File: src/rtl/knock_pkg.sv
package knock_pkg;
  localparam int KNOCK_LEN = 10;
  localparam int MODE_STEP = 7;
  localparam int TAIL_LEN  = 4;

  typedef enum logic [1:0] {MAP_ROM = 2'd0, MAP_MEDIA = 2'd1, MAP_RAM = 2'd2} map_e;

  localparam logic [3:0] CODE_ROM    = 4'd4;
  localparam logic [3:0] CODE_MEDIA  = 4'd3;
  localparam logic [3:0] CODE_RAM_RD = 4'd2;
  localparam logic [3:0] CODE_RAM_RW = 4'd6;

  localparam logic [31:0] TAIL_ADDR_A = 32'h0000_01E4;
  localparam logic [31:0] TAIL_ADDR_B = 32'h0000_0188;
  localparam logic [31:0] MAGIC_ADDR  = 32'h01FF_EFFE;
  localparam logic [15:0] MAGIC_DATA  = 16'hAA55;

  // expected byte offset of each knock step; MODE_STEP is a wildcard
  function automatic logic [31:0] knock_addr(input int idx);
    case (idx)
      0:       return 32'h00E0_0002;
      1:       return 32'h0000_000E;
      2:       return 32'h0080_1FFC;
      3:       return 32'h0000_104A;
      4:       return 32'h0080_0612;
      5:       return 32'h0000_0000;
      6:       return 32'h0080_1B66;
      8:       return 32'h0000_080E;
      default: return 32'h0000_0000;
    endcase
  endfunction
endpackage

File: src/rtl/knock_matcher.sv
module knock_matcher #(
  parameter int ADDR_W = 25,
  parameter int MODE_W = 4
) (
  input  logic              clk,
  input  logic              rst,
  input  logic              rd_stb,
  input  logic [ADDR_W-1:0] addr,
  output logic              done,
  output logic [MODE_W-1:0] code
);
  import knock_pkg::*;
  localparam int STEP_W = $clog2(KNOCK_LEN);

  logic [STEP_W-1:0] step;
  logic [31:0]       exp_full;
  logic [31:0]       first_full;
  logic              hit;
  logic              is_first;
  logic              at_last;

  always_comb begin
    exp_full   = knock_addr(int'(step));
    first_full = knock_addr(0);
    at_last    = (step == STEP_W'(KNOCK_LEN - 1));
    is_first   = (addr == first_full[ADDR_W-1:0]);
    if (step == STEP_W'(MODE_STEP)) hit = ~addr[0];
    else                            hit = (addr == exp_full[ADDR_W-1:0]);
    done = rd_stb & hit & at_last;
  end

  always_ff @(posedge clk) begin
    if (rst) begin
      step <= '0;
      code <= '0;
    end else if (rd_stb) begin
      if (hit) begin
        if (step == STEP_W'(MODE_STEP)) code <= addr[MODE_W:1];
        step <= at_last ? '0 : step + 1'b1;
      end else begin
        step <= is_first ? STEP_W'(1) : '0;
      end
    end
  end

  a_r4_step_range: assert property (@(posedge clk) disable iff (rst)
    step < STEP_W'(KNOCK_LEN));
  a_r4_miss_to_idle: assert property (@(posedge clk) disable iff (rst)
    (rd_stb && !hit && !is_first) |=> (step == '0));
  a_r2_done_rewinds: assert property (@(posedge clk) disable iff (rst)
    done |=> (step == '0));
endmodule

File: src/rtl/knock_mode_reg.sv
module knock_mode_reg #(
  parameter int ADDR_W = 25,
  parameter int MODE_W = 4
) (
  input  logic              clk,
  input  logic              rst,
  input  logic              rd_stb,
  input  logic              wr_stb,
  input  logic [ADDR_W-1:0] addr,
  input  logic [15:0]       wdata,
  input  logic              load,
  input  logic [MODE_W-1:0] code,
  output logic              sel_rom,
  output logic              sel_media,
  output logic              sel_ram,
  output logic              ram_wr_en,
  output logic              hi_unlock
);
  import knock_pkg::*;
  localparam int TC_W = $clog2(TAIL_LEN);

  map_e            map_q;
  logic            wr_q;
  logic            hi_q;
  logic            armed;
  logic [TC_W-1:0] tcnt;
  logic [31:0]     texp;
  logic            magic;

  always_comb begin
    texp  = (int'(tcnt) < TAIL_LEN / 2) ? TAIL_ADDR_A : TAIL_ADDR_B;
    magic = wr_stb && (addr == MAGIC_ADDR[ADDR_W-1:0]) && (wdata == MAGIC_DATA);
  end

  always_ff @(posedge clk) begin
    if (rst) begin
      map_q <= MAP_ROM;
      wr_q  <= 1'b0;
      hi_q  <= 1'b0;
      armed <= 1'b0;
      tcnt  <= '0;
    end else begin
      if (rd_stb && armed) begin
        if (addr == texp[ADDR_W-1:0]) begin
          if (tcnt == TC_W'(TAIL_LEN - 1)) begin
            hi_q  <= 1'b1;
            armed <= 1'b0;
            tcnt  <= '0;
          end else begin
            tcnt <= tcnt + 1'b1;
          end
        end else begin
          armed <= 1'b0;
          tcnt  <= '0;
        end
      end
      if (load) begin
        case (code[3:0])
          CODE_ROM: begin
            map_q <= MAP_ROM;   wr_q <= 1'b0; hi_q <= 1'b0; armed <= 1'b1; tcnt <= '0;
          end
          CODE_MEDIA: begin
            map_q <= MAP_MEDIA; wr_q <= 1'b0; hi_q <= 1'b0; armed <= 1'b0;
          end
          CODE_RAM_RD: begin
            map_q <= MAP_RAM;   wr_q <= 1'b0; hi_q <= 1'b0; armed <= 1'b0;
          end
          CODE_RAM_RW: begin
            map_q <= MAP_RAM;   wr_q <= 1'b1; hi_q <= 1'b0; armed <= 1'b0;
          end
          default: ;
        endcase
      end
      if (magic) begin
        map_q <= MAP_RAM;
        wr_q  <= 1'b1;
        hi_q  <= 1'b0;
        armed <= 1'b0;
        tcnt  <= '0;
      end
    end
  end

  always_comb begin
    sel_rom   = (map_q == MAP_ROM);
    sel_media = (map_q == MAP_MEDIA);
    sel_ram   = (map_q == MAP_RAM);
    ram_wr_en = wr_q;
    hi_unlock = hi_q;
  end

  a_r10_one_select: assert property (@(posedge clk) disable iff (rst)
    $countones({sel_rom, sel_media, sel_ram}) == 1);
  a_r10_wr_needs_ram: assert property (@(posedge clk) disable iff (rst)
    ram_wr_en |-> sel_ram);
  a_r10_hi_needs_rom: assert property (@(posedge clk) disable iff (rst)
    hi_unlock |-> sel_rom);
  a_r5_hold_without_cause: assert property (@(posedge clk) disable iff (rst)
    (!load && !magic) |=> ($stable(map_q) && $stable(wr_q)));
  a_r7_rise_on_read: assert property (@(posedge clk) disable iff (rst)
    $rose(hi_unlock) |-> $past(rd_stb));
  a_r8_magic_to_rw: assert property (@(posedge clk) disable iff (rst)
    magic |=> (sel_ram && ram_wr_en && !hi_unlock));
endmodule

File: src/rtl/knock_mode_switch.sv
module knock_mode_switch #(
  parameter int ADDR_W = 25,
  parameter int MODE_W = 4
) (
  input  logic              clk,
  input  logic              rst,
  input  logic              rd_stb,
  input  logic              wr_stb,
  input  logic [ADDR_W-1:0] addr,
  input  logic [15:0]       wdata,
  output logic              sel_rom,
  output logic              sel_media,
  output logic              sel_ram,
  output logic              ram_wr_en,
  output logic              hi_unlock
);
  logic              knock_done;
  logic [MODE_W-1:0] knock_code;

  knock_matcher #(.ADDR_W(ADDR_W), .MODE_W(MODE_W)) u_match (
    .clk(clk), .rst(rst), .rd_stb(rd_stb), .addr(addr),
    .done(knock_done), .code(knock_code)
  );

  knock_mode_reg #(.ADDR_W(ADDR_W), .MODE_W(MODE_W)) u_mode (
    .clk(clk), .rst(rst), .rd_stb(rd_stb), .wr_stb(wr_stb), .addr(addr),
    .wdata(wdata), .load(knock_done), .code(knock_code),
    .sel_rom(sel_rom), .sel_media(sel_media), .sel_ram(sel_ram),
    .ram_wr_en(ram_wr_en), .hi_unlock(hi_unlock)
  );
endmodule

File: config.mk
export PLATFORM = sky130hd
export DESIGN_NAME = knock_mode_switch
export DESIGN_NICKNAME = d
export VERILOG_FILES = /design/src/rtl/knock_pkg.sv /design/src/rtl/knock_matcher.sv /design/src/rtl/knock_mode_reg.sv /design/src/rtl/knock_mode_switch.sv
export SDC_FILE = /design/constraint.sdc
export NUM_CORES = 1
export LEC_CHECK = 0
export BUFFER_PORTS_ARGS = -buffer_cell sky130_fd_sc_hd__buf_2
export CELL_PAD_IN_SITES_DETAIL_PLACEMENT = 1
export CELL_PAD_IN_SITES_GLOBAL_PLACEMENT = 2
export CORE_UTILIZATION = 33
export CTS_BUF_LIST = sky130_fd_sc_hd__clkbuf_2
export CTS_CLUSTER_SIZE = 20
export DETAILED_ROUTE_END_ITERATION = 16
export GPL_TIMING_DRIVEN = 1
export HOLD_SLACK_MARGIN = 0.02
export PLACE_DENSITY_LB_ADDON = 0.1
export SLEW_MARGIN = 5
export SYNTH_ARGS = -nofsm -noshare
export SYNTH_HDL_FRONTEND = slang
export SYNTH_HIERARCHICAL = 1
export SYNTH_SLANG_ARGS = --single-unit
File: constraint.sdc
create_clock -name clk -period 4.89 [get_ports clk]
set_input_delay 1.467 -clock clk [delete_from_list [all_inputs] [get_ports clk]]
set_output_delay 1.467 -clock clk [all_outputs]
set_load 0.02 [all_outputs]
==> results.cfg <==
[logic_synthesis]
synthMuxAreaShare_pct = 1.17
synth-main-ff-cell = dfxtp_1
synth_seq_cells = 26
yosysUniqueCellTypes = 57
yosysWarnings = 6
synthTopCellsByArea = dfxtp_1, ha_1, a21oi_1
syn-num-nets = 272
synthAdderAreaFrac_pct = 4.15
synth-seq-area-share_pct = 28.7
synthArstFlopShare_pct = 0
syn_inst = 221
synth_top_family_by_area = simple AND/OR/NAND/NOR gates
avgSynthCellArea_sq_um = 8.19
yosys.area_share.simple_pct = 39.0
post-synth-top-area-cell = dfxtp_1
syn-cell-area_sq_um = 1810
synth_compound_area_share_pct = 19.9
synth-edff-count = 0
synth-xor-area-share_pct = 3.39
synth_top_area_share_pct = 28.7

[layout]
area_delta_synth_final_pct = 18.7
drive_gt1_share_pct = 25.2
nNetsFinal = 322
diodes = 0
fillerInstances = 671
final_core_util_pct = 41.3

[grt]
grt_first_pass_wirelength_mm = 9.21
antenna_found_initial = 0
overflow = 0
grt_max_degree = 20
grt_pass1_vias = 1871
grt.total_usage_pct = 19.7

[setup_path]
critical_path.top_delay_family = simple AND/OR/NAND/NOR gates
crit_required_ns = 5.18
start_kind = primary input
crit_type = primary input to flip-flop
cp_cell_sequence = buf_2, or4_4, nor4_4, nand2_1, a2111oi_0, nor3_1, nor2_1, inv_1, ha_1, and4b_1, a221o_1
worstPathMaxFanout = 7
slowest_stage = or4_4
cp-end-kind = flip-flop
path_buf_inv = 2
arrival_ns = 4.03
crit_path_max_incr_delay_ns = 0.55

[place]
place.detailed.hpwl_mm = 4.48
gp_congestion = 0.879
numPortBuffers = 49

[sta]
tightestPinTransition_ns = 0.477
finalCritPeriodShare_pct = 76.4
fin_hold_ws_ns = 0.488
slew_headroom_pct = 67.9
final_max_slew_viol_count = 0
fin_skew_ns = 0.0129
hold_viol = 0
fmax_mhz = 268
fin_crit_ns = 3.73
rsz0062_at_grt = no
tns_ns = 0
setup_viol = 0

[power_and_ir_drop]
p_comb_share_pct = 17.2
fin_total_pwr_uw = 363
p_sw_uw = 104
power.leakage_nw = 0.851
power.internal_uw = 259
power.clock.fraction_pct = 23.2
p_seq_share_pct = 59.7
netSwitchingFraction_pct = 28.6
vdd_drop_max_v = 0.0000799
power_density_nw_per_um2 = 169

[clock_tree]
clk_latency_ns = 0.36
cts_buffer_depth = 2
cts_setup_buffers = 0
clk_pin_slew_ns = 0.26
ctsHtreeMaxLevel = 1
cts-root-buf = clkbuf_2
cts_hold_buf = 0
cts_tree = yes
cts_inserted_buffers = 3
cts_resized = 0
clock_sinks = 26

[outcome]
status = finished, final reports clean

[floorplanning]
die_area_sq_um = 5790
ios = 50
fp.dieH_um = 76.1
initial_utilization_pct = 34.8
rows = 26
fp.dieW_um = 76.1
coreArea_sq_um = 5200

[drt]
viasPerCell = 5.54
final_antenna_net_count = 0
route.detailed.drc = 0
dr.pass1.iters = 4
wl_per_cell_um = 16.3
routed_wl_mm = 5.56
num_vias = 1885
drt_first_iter_violations = 108

[flow_run]
cap_violations = 0

[hold_path]
hold_path_class = flip-flop to flip-flop
tightest hold or removal path, cell delays in order, from the launching register on:
cell and delay, ns:
dfxtp_1 0.38, nand2_1 0.05, a21oi_1 0.05
cell families (layout without fill, tap and decap cells):
group | Yosys count | in the layout
simple gates | 116 | 116
fa+ha+maj | 6 | 6
xor+xnor | 7 | 7
compound gates | 47 | 47
buf+inv | 17 | 66
mux | 2 | 2
flops | 26 | 26
Yosys cell counts (3+ instances only):
library cell	number
dfxtp_1	26
nand2_1	15
nor2_1	14
a21oi_1	13
inv_1	12
nand3_1	12
nor3_1	12
nor4_1	10
nand4_1	9
xor2_1	7
and3_1	6
ha_1	6
nand2b_1	6
o21ai_0	5
clkbuf_1	4
nand4b_1	4
nor2b_1	4
nor4bb_1	4
a211oi_2	3
or4_1	3
worst paths after layout:
kind,cells past startpoint,to,startpoint,slack [ns]
worst min-delay path,2,u_match/code[3]$_SDFFE_PP0P_,u_match/code[3]$_SDFFE_PP0P_,0.49
worst max register to register,12,u_match/exp_full[1]$_DFF_P_,u_match/step[0]$_SDFFE_PP0P_,2.00
worst max-delay path,11,u_match/exp_full[2]$_DFF_P_,addr[16],1.16
worst min register to register,2,u_match/code[3]$_SDFFE_PP0P_,u_match/code[3]$_SDFFE_PP0P_,0.49
flip-flops by register name (all words and copies together) (netlist names):
name / count
u_match/exp_full: 11
u_match/code: 4
u_match/step: 4
u_mode/map_q: 2
u_mode/tcnt: 2
u_mode/armed: 1
u_mode/hi_unlock: 1
u_mode/ram_wr_en: 1
layer usage:
layer | routed length [um] | global-route usage, % | vias up
li1 | - | - | 947
met1 | 2500 | 24.3 | 900
met2 | 2870 | 36.5 | 36
met3 | 158 | 2.63 | 2
met4 | 24 | 3.46 | 0
met5 | 0 | 0 | -
cells in the final DEF (no fill, tap or decap), types with 2 or more instances in the layout:
master and instances:
buf_2 49, dfxtp_1 26, nand2_1 15, nor2_1 14
a21oi_1 13, inv_1 12, nor3_1 12, nand3_1 12
nor4_1 10, nand4_1 9, xor2_1 7, and3_1 6
nand2b_1 6, ha_1 6, o21ai_0 5, nor4bb_1 4
nand4b_1 4, nor2b_1 4, clkbuf_2 3, or4_1 3
a211oi_2 3, o22ai_1 2, a22oi_1 2, a41oi_1 2
a21o_1 2, o31ai_1 2, nand3b_1 2, nand4bb_1 2
and2_1 2, and4_1 2
power by group through the flow:
stage	Combinational [mW]	Clock, mW	Sequential (mW)
6_report	0.0623	0.0841	0.217
5_1_grt	0.0686	0.101	0.217
4_1_cts	0.0626	0.0894	0.217
3_5_place_dp	0.0624	0	0.220
3_3_place_gp	0.0620	0	0.220
2_1_floorplan	0.0245	0	0.220
metrics by stage:
step | instances | worst slack, ns | cell area, sq um
2_1_floorplan | 221 | 1.10 | 1810
3_5_place_dp | 336 | 0.711 | 2130
3_3_place_gp | 336 | 0.756 | 2130
5_1_grt | 340 | 0.956 | 2150
6_report | 340 | 1.16 | 2150
4_1_cts | 340 | 1.16 | 2150
layout make-up:
type                    instances  area (sq um)  area share [%]
clock buffers                   3          15.0           0.698
clock inverters                 1          3.75           0.175
well taps                      70          87.6            4.07
repair buffers                 50           253            11.8
flip-flops and latches         26           520            24.2
multi-input cells             178          1220            57.0
inverters                      12          45.0            2.10
Power figures use the tool's default switching activity.
